===== config.mk =====
export PLATFORM = sky130hd
export DESIGN_NAME = rdc_par_reader
export DESIGN_NICKNAME = d
export VERILOG_FILES = /design/src/rtl/rdc_pkg.sv /design/src/rtl/rdc_timer.sv /design/src/rtl/rdc_seq.sv /design/src/rtl/rdc_capture.sv /design/src/rtl/rdc_par_reader.sv
export SDC_FILE = /design/constraint.sdc
export NUM_CORES = 1
export LEC_CHECK = 0
export CORE_UTILIZATION = 35
export DETAILED_ROUTE_END_ITERATION = 6
export DONT_BUFFER_PORTS = 1
export HOLD_SLACK_MARGIN = 0.06
export MAX_ROUTING_LAYER = met4
export SYNTH_ARGS = -nofsm -noshare
export SYNTH_HDL_FRONTEND = slang
export SYNTH_SLANG_ARGS = --single-unit

===== constraint.sdc =====
create_clock -name clk_i -period 3.5 [get_ports clk_i]
set_clock_uncertainty 0.2 [all_clocks]
set_input_delay 0.35 -clock clk_i [delete_from_list [all_inputs] [get_ports clk_i]]
set_output_delay 0.35 -clock clk_i [all_outputs]
set_load 0.02 [all_outputs]

===== src/rtl/rdc_pkg.sv =====
package rdc_pkg;
  typedef enum logic [2:0] {
    ST_IDLE, ST_FRZ, ST_WAIT, ST_RD1, ST_GAP, ST_RD2, ST_DONE
  } rdc_st_e;

  typedef struct packed {
    logic frz_n;
    logic cs_n;
    logic rd_n;
    logic sel_pos;
    logic done;
  } rdc_pins_t;

  localparam rdc_pins_t PINS_IDLE = '{frz_n: 1'b1, cs_n: 1'b1, rd_n: 1'b1,
                                      sel_pos: 1'b1, done: 1'b0};

  function automatic int unsigned max3(int unsigned a, int unsigned b, int unsigned c);
    int unsigned m;
    m = (a > b) ? a : b;
    return (m > c) ? m : c;
  endfunction
endpackage


===== src/rtl/rdc_timer.sv =====
module rdc_timer #(
  parameter int unsigned TW = 4
) (
  input  logic          clk_i,
  input  logic          rst_ni,
  input  logic          load_i,
  input  logic [TW-1:0] val_i,
  output logic          zero_o
);
  logic [TW-1:0] cnt_q;

  always_ff @(posedge clk_i or negedge rst_ni) begin
    if (!rst_ni)             cnt_q <= '0;
    else if (load_i)         cnt_q <= val_i;
    else if (cnt_q != '0)    cnt_q <= cnt_q - 1'b1;
  end

  assign zero_o = (cnt_q == '0);
endmodule


===== src/rtl/rdc_seq.sv =====
module rdc_seq
  import rdc_pkg::*;
#(
  parameter int unsigned   TW      = 4,
  parameter logic [TW-1:0] FRZ_LD  = '0,
  parameter logic [TW-1:0] WAIT_LD = '0,
  parameter logic [TW-1:0] RD_LD   = '0,
  parameter logic [TW-1:0] GAP_LD  = '0
) (
  input  logic          clk_i,
  input  logic          rst_ni,
  input  logic          start_i,
  input  logic          tmr_zero_i,
  output rdc_st_e       st_o,
  output logic          tmr_load_o,
  output logic [TW-1:0] tmr_val_o,
  output rdc_pins_t     pins_o
);
  rdc_st_e   st_q, st_d;
  rdc_pins_t pins_q;

  // pin image of a state; registered from the next state so pins track st_q
  function automatic rdc_pins_t decode(rdc_st_e s);
    rdc_pins_t p;
    p = PINS_IDLE;
    case (s)
      ST_FRZ:  p.frz_n = 1'b0;
      ST_RD1:  begin p.cs_n = 1'b0; p.rd_n = 1'b0; end
      ST_GAP:  begin p.cs_n = 1'b0; p.sel_pos = 1'b0; end
      ST_RD2:  begin p.cs_n = 1'b0; p.rd_n = 1'b0; p.sel_pos = 1'b0; end
      ST_DONE: p.done = 1'b1;
      default: ;
    endcase
    return p;
  endfunction

  always_comb begin
    st_d       = st_q;
    tmr_load_o = 1'b0;
    tmr_val_o  = '0;
    case (st_q)
      ST_IDLE: if (start_i) begin
        st_d = ST_FRZ; tmr_load_o = 1'b1; tmr_val_o = FRZ_LD;
      end
      ST_FRZ: if (tmr_zero_i) begin
        st_d = ST_WAIT; tmr_load_o = 1'b1; tmr_val_o = WAIT_LD;
      end
      ST_WAIT: if (tmr_zero_i) begin
        st_d = ST_RD1; tmr_load_o = 1'b1; tmr_val_o = RD_LD;
      end
      ST_RD1: if (tmr_zero_i) begin
        st_d = ST_GAP; tmr_load_o = 1'b1; tmr_val_o = GAP_LD;
      end
      ST_GAP: if (tmr_zero_i) begin
        st_d = ST_RD2; tmr_load_o = 1'b1; tmr_val_o = RD_LD;
      end
      ST_RD2:  if (tmr_zero_i) st_d = ST_DONE;
      ST_DONE: st_d = ST_IDLE;
      default: st_d = ST_IDLE;
    endcase
  end

  always_ff @(posedge clk_i or negedge rst_ni) begin
    if (!rst_ni) begin
      st_q   <= ST_IDLE;
      pins_q <= PINS_IDLE;
    end else begin
      st_q   <= st_d;
      pins_q <= decode(st_d);
    end
  end

  assign st_o   = st_q;
  assign pins_o = pins_q;
endmodule


===== src/rtl/rdc_capture.sv =====
module rdc_capture #(
  parameter int unsigned DW    = 12,
  parameter int unsigned NSLOT = 2
) (
  input  logic                      clk_i,
  input  logic                      rst_ni,
  input  logic [DW-1:0]             bus_i,
  input  logic [NSLOT-1:0]          cap_i,
  output logic [NSLOT-1:0][DW-1:0]  word_o
);
  for (genvar g = 0; g < NSLOT; g++) begin : g_slot
    logic [DW-1:0] word_q;
    always_ff @(posedge clk_i or negedge rst_ni) begin
      if (!rst_ni)       word_q <= '0;
      else if (cap_i[g]) word_q <= bus_i;
    end
    assign word_o[g] = word_q;
  end
endmodule


===== src/rtl/rdc_par_reader.sv =====
module rdc_par_reader
  import rdc_pkg::*;
#(
  parameter int unsigned DW            = 12,
  parameter int unsigned FRZ_LOW_CYC   = 18,  // freeze pulse width
  parameter int unsigned FRZ_TO_RD_CYC = 50,  // freeze release to first read
  parameter int unsigned SEL_SETUP_CYC = 1,
  parameter int unsigned SEL_HOLD_CYC  = 1,
  parameter int unsigned RD_LOW_CYC    = 1,
  parameter int unsigned EN_DLY_CYC    = 1,   // bus valid after this many low cycles
  parameter int unsigned RD_HIGH_CYC   = 2    // recovery, also covers bus release
) (
  input  logic          clk_i,
  input  logic          rst_ni,
  input  logic          start_i,
  input  logic [DW-1:0] bus_i,
  output logic          freeze_no,
  output logic          cs_no,
  output logic          rd_no,
  output logic          sel_pos_o,
  output logic [DW-1:0] pos_o,
  output logic [DW-1:0] vel_o,
  output logic          done_o
);
  localparam int unsigned FRZ_CYC  = max3(FRZ_LOW_CYC, 1, 1);
  localparam int unsigned WAIT_CYC = max3(FRZ_TO_RD_CYC, SEL_SETUP_CYC, 1);
  localparam int unsigned RD_CYC   = max3(RD_LOW_CYC, SEL_HOLD_CYC, EN_DLY_CYC + 1);
  localparam int unsigned GAP_CYC  = max3(RD_HIGH_CYC, SEL_SETUP_CYC, 1);
  localparam int unsigned MAX_CYC  = max3(max3(FRZ_CYC, WAIT_CYC, RD_CYC), GAP_CYC, 1);
  localparam int unsigned TW       = ($clog2(MAX_CYC) < 1) ? 1 : $clog2(MAX_CYC);
  localparam logic [TW-1:0] FRZ_LD  = TW'(FRZ_CYC - 1);
  localparam logic [TW-1:0] WAIT_LD = TW'(WAIT_CYC - 1);
  localparam logic [TW-1:0] RD_LD   = TW'(RD_CYC - 1);
  localparam logic [TW-1:0] GAP_LD  = TW'(GAP_CYC - 1);

  rdc_st_e              st;
  logic                 tmr_load, tmr_zero;
  logic [TW-1:0]        tmr_val;
  rdc_pins_t            pins;
  logic [1:0]           cap;
  logic [1:0][DW-1:0]   words;

  rdc_timer #(.TW(TW)) u_timer (
    .clk_i  (clk_i),
    .rst_ni (rst_ni),
    .load_i (tmr_load),
    .val_i  (tmr_val),
    .zero_o (tmr_zero)
  );

  rdc_seq #(
    .TW(TW), .FRZ_LD(FRZ_LD), .WAIT_LD(WAIT_LD), .RD_LD(RD_LD), .GAP_LD(GAP_LD)
  ) u_seq (
    .clk_i      (clk_i),
    .rst_ni     (rst_ni),
    .start_i    (start_i),
    .tmr_zero_i (tmr_zero),
    .st_o       (st),
    .tmr_load_o (tmr_load),
    .tmr_val_o  (tmr_val),
    .pins_o     (pins)
  );

  // sample on the last cycle of each read window
  assign cap[0] = (st == ST_RD1) && tmr_zero;
  assign cap[1] = (st == ST_RD2) && tmr_zero;

  rdc_capture #(.DW(DW), .NSLOT(2)) u_cap (
    .clk_i  (clk_i),
    .rst_ni (rst_ni),
    .bus_i  (bus_i),
    .cap_i  (cap),
    .word_o (words)
  );

  assign freeze_no = pins.frz_n;
  assign cs_no     = pins.cs_n;
  assign rd_no     = pins.rd_n;
  assign sel_pos_o = pins.sel_pos;
  assign done_o    = pins.done;
  assign pos_o     = words[0];
  assign vel_o     = words[1];
endmodule


==> impl_results.md <==
* Status: complete, no violations
* Hold worst-path end: u_timer.cnt_q[5]
* Fin Setup TNS at 0 ns
* Final setup vio count at 0
* Switching Share at 0.397
* Clk root buf: clkbuf_8
* I/O Buffers at 0
* Final Power at 1810 µW
* Peak Freq at about 0.40 GHz
* Die Ht at just over 70 µm
* Worst-path maximum fanout at 14
* Tmin final at 2.47 ns
* CTS Sinks at 38
* Largest net degree at the start of global routing at 39
* Internal power component at ~1100 µW
* Synthesized cell area at 1750 µm²
* Worst-Margin Slew at 0.551 ns
* Dpl cells at 184
* Number of global-route vias before repair at 1,050
* Worst VDD drop at about 0.34 mV
* Initial Util at 0.367
* Row Count at 25
* Core area at 4750 µm²
* GPL Wtd Cong at 0.876
* Hold Startpoint: start_i
* CTS tree: built
* Layout cells sized above 1 at 0.329
* Worst R2R End: u_cap.g_slot[0].word_q[4]
* Crit share post-route at 0.706
* Pre-CTS setup slack at approximately 1.1 ns
* Worst-case reg-to-reg path depth at 5
* All-Layer GR Usage at 0.134
* Syn_area_per_cell at approximately 14 µm²
* Post-Route WL at 3.23 mm
* Crit path cell chain: inv_1 -> ha_1 -> nor3b_4 -> nand4_4 -> mux2_4
* Min-delay worst type: input port to register
* Total global routing overflow at 0
* Post-DRT Antenna Nets at 0
* Mapped Nets at 138
* Flop-to-flop setup slack at about 1 ns
* #FFs+latches synth at 38
* CTS Buf Count at 5
* Net Sw Power at a little over 700 µW
* Most frequent cells in the layout: dfrtp_1, mux2_4, dlygate4sd3_1
* Crit Path Class: register to register
* First-pass GRT wire length at between 5 and 6 mm
* Post-synthesis sequential area ratio at 0.547
* Max Transition Viols Final at 0
* Clk pwr share at 0.169
* Slowest stage delay, CP at 0.48 ns
* Startpoint Class: register
* Synthesized instance count at 122
* Initial DRT Pass Iterations at 4
* DP HPWL at 2.05 mm
* Drt wl/cell at 15.6 µm
* Rel. slew slack at 0.628
* Post-Layout Cell Count at 207
* Power Dens Cells at 882 nW/µm²
* Min setup slack post-route at about 1.0 ns
* Worst-path clk slew at 0.07 ns
* Number of diodes at 0
* Worst endpoint data arrival time at about 2.5 ns
* Unique cell type count in the Yosys netlist at 39
* Worst hold slack at 0.0863 ns
* Vias at 1,082
* Synth async-reset ratio at 1.00
* Nets at 155
* Initial antenna violation count at 0
* Ys Warns at 0
* DIE WIDTH at 72.6 µm
* Clk_lat worst skew at 0.29 ns
* Initial DRC count at 76
* Combinational Power Share at 0.303
* Synth Flop Type: dfrtp_1
* Slowest CP cell: nor3b_4
* H-tree Lvls at 2
* Die area at approximately 5300 µm²
* Final Hold Fails at 0
* Most common cell after layout, fill and taps aside: dfrtp_1
* I/O pins at 44
* Maximum clock path buffer count at 2
* Hold path cells at 2
* DRC at 0
* CP Capture Type: register
* R2r startpoint: u_timer.cnt_q[0]
* LEAKAGE at 0.000903 µW
* Area Growth Syn to Fin at 17.1%
* Post-synth EDFFs at 0
* RSZ-0062 raised after global routing: false
* Max Cap Viol at 0
* Part of the power in registers at 0.528
* Drt via density at 5.23
* Setup bufs post-CTS at 0
* WP data required at 3.48 ns
==> routing by layer <==
metal / track usage / wire [µm] / vias up
li1: - / - / 490
met1: 0.176 / 1450 / 540
met2: 0.190 / 1530 / 44
met3: 0.0525 / 195 / 8
met4: 0.0436 / 56 / 0
met5: - / 0 / -
==> worst max path at each step <==
stage                     cells past startpoint        startpoint                    endpoint
final                                         5  u_timer.cnt_q[0]   u_cap.g_slot[0].word_q[4]
after floorplan                               6  u_timer.cnt_q[0]  u_cap.g_slot[0].word_q[10]
after CTS                                     5  u_timer.cnt_q[0]  u_cap.g_slot[0].word_q[10]
after global routing                          5  u_timer.cnt_q[0]   u_cap.g_slot[0].word_q[4]
after global placement                        5  u_timer.cnt_q[0]  u_cap.g_slot[0].word_q[10]
after detailed placement                      5  u_timer.cnt_q[0]   u_cap.g_slot[0].word_q[3]
==> worst max-delay path, delay by kind of cell, from the launching register on <==
family	cells	cell delay, ns
fa+ha+maj	1	0.27
buf+inv	1	0.13
flops	1	0.43
mux	1	0.42
simple gates	2	0.90
==> area by class of cell <==
type,count,area [µm²]
Timing Repair Buffer,15,160
Fill cell,449,2710
Clock inverter,1,5.00
Inverter,5,18.8
Clock buffer,7,86.3
Tap cell,67,83.8
Sequential cell,38,956
Multi-Input combinational cell,74,736
==> registers in the layout, indices dropped and copies added, names as in the netlist <==
signal,count
u_cap.g_slot.word_q,24
u_seq.pins_o,5
u_seq.st_o,3
u_timer.cnt_q,6
==> cell usage after synthesis, types with 2 or more instances <==
master | instances | area share
mux2_4 | 17 | 0.15
o211ai_1 | 2 | 0.0086
nor4_1 | 2 | 0.0072
mux2i_1 | 2 | 0.011
nor2b_1 | 3 | 0.011
inv_1 | 5 | 0.011
o31ai_1 | 2 | 0.0086
a22oi_1 | 2 | 0.0086
mux2_2 | 9 | 0.058
nor2_1 | 3 | 0.0064
or3b_2 | 2 | 0.010
dfrtp_1 | 34 | 0.49
o21ai_0 | 2 | 0.0057
buf_6 | 2 | 0.013
nor3b_1 | 2 | 0.0086
a21oi_1 | 3 | 0.0086
nand4_4 | 2 | 0.024
dfstp_2 | 4 | 0.060
buf_2 | 2 | 0.0057
o41ai_1 | 3 | 0.015
==> through the flow <==
| stage | util | area, µm² |
|---|---|---|
| 2_1_floorplan | - | 1750 |
| 3_3_place_gp | 0.377 | 1790 |
| 3_5_place_dp | 0.377 | 1790 |
| 4_1_cts | 0.430 | 2050 |
| 5_1_grt | 0.430 | 2050 |
| 6_report | 0.430 | 2050 |
==> repair_timing <==
| action | in CTS | in global routing |
|---|---|---|
| hold endpoints to repair | 63 | 0 |
| endpoints found under the setup margin | 0 | 0 |
| hold buffers | 15 | 0 |
| resized for setup | 0 | 0 |
==> power groups by stage <==
stage	clock network, µW	registers, µW	logic, µW
6_report	305	953	548
5_1_grt	334	976	604
4_1_cts	313	948	548
3_5_place_dp	0	951	520
3_3_place_gp	0	952	506
2_1_floorplan	0	882	487
==> cell families (layout without fill, tap and decap cells) <==
logic type	after synthesis	after routing	synth area share
AO/OA/AOI/OAI	20	20	0.0824
AND/OR/NAND/NOR	25	25	0.116
flip-flops	38	38	0.547
adder cells (fa/ha/maj)	1	1	0.00716
buffers and inverters	10	28	0.0315
multiplexers	28	28	0.216
Note: power is estimated with default switching activity, not from simulation.
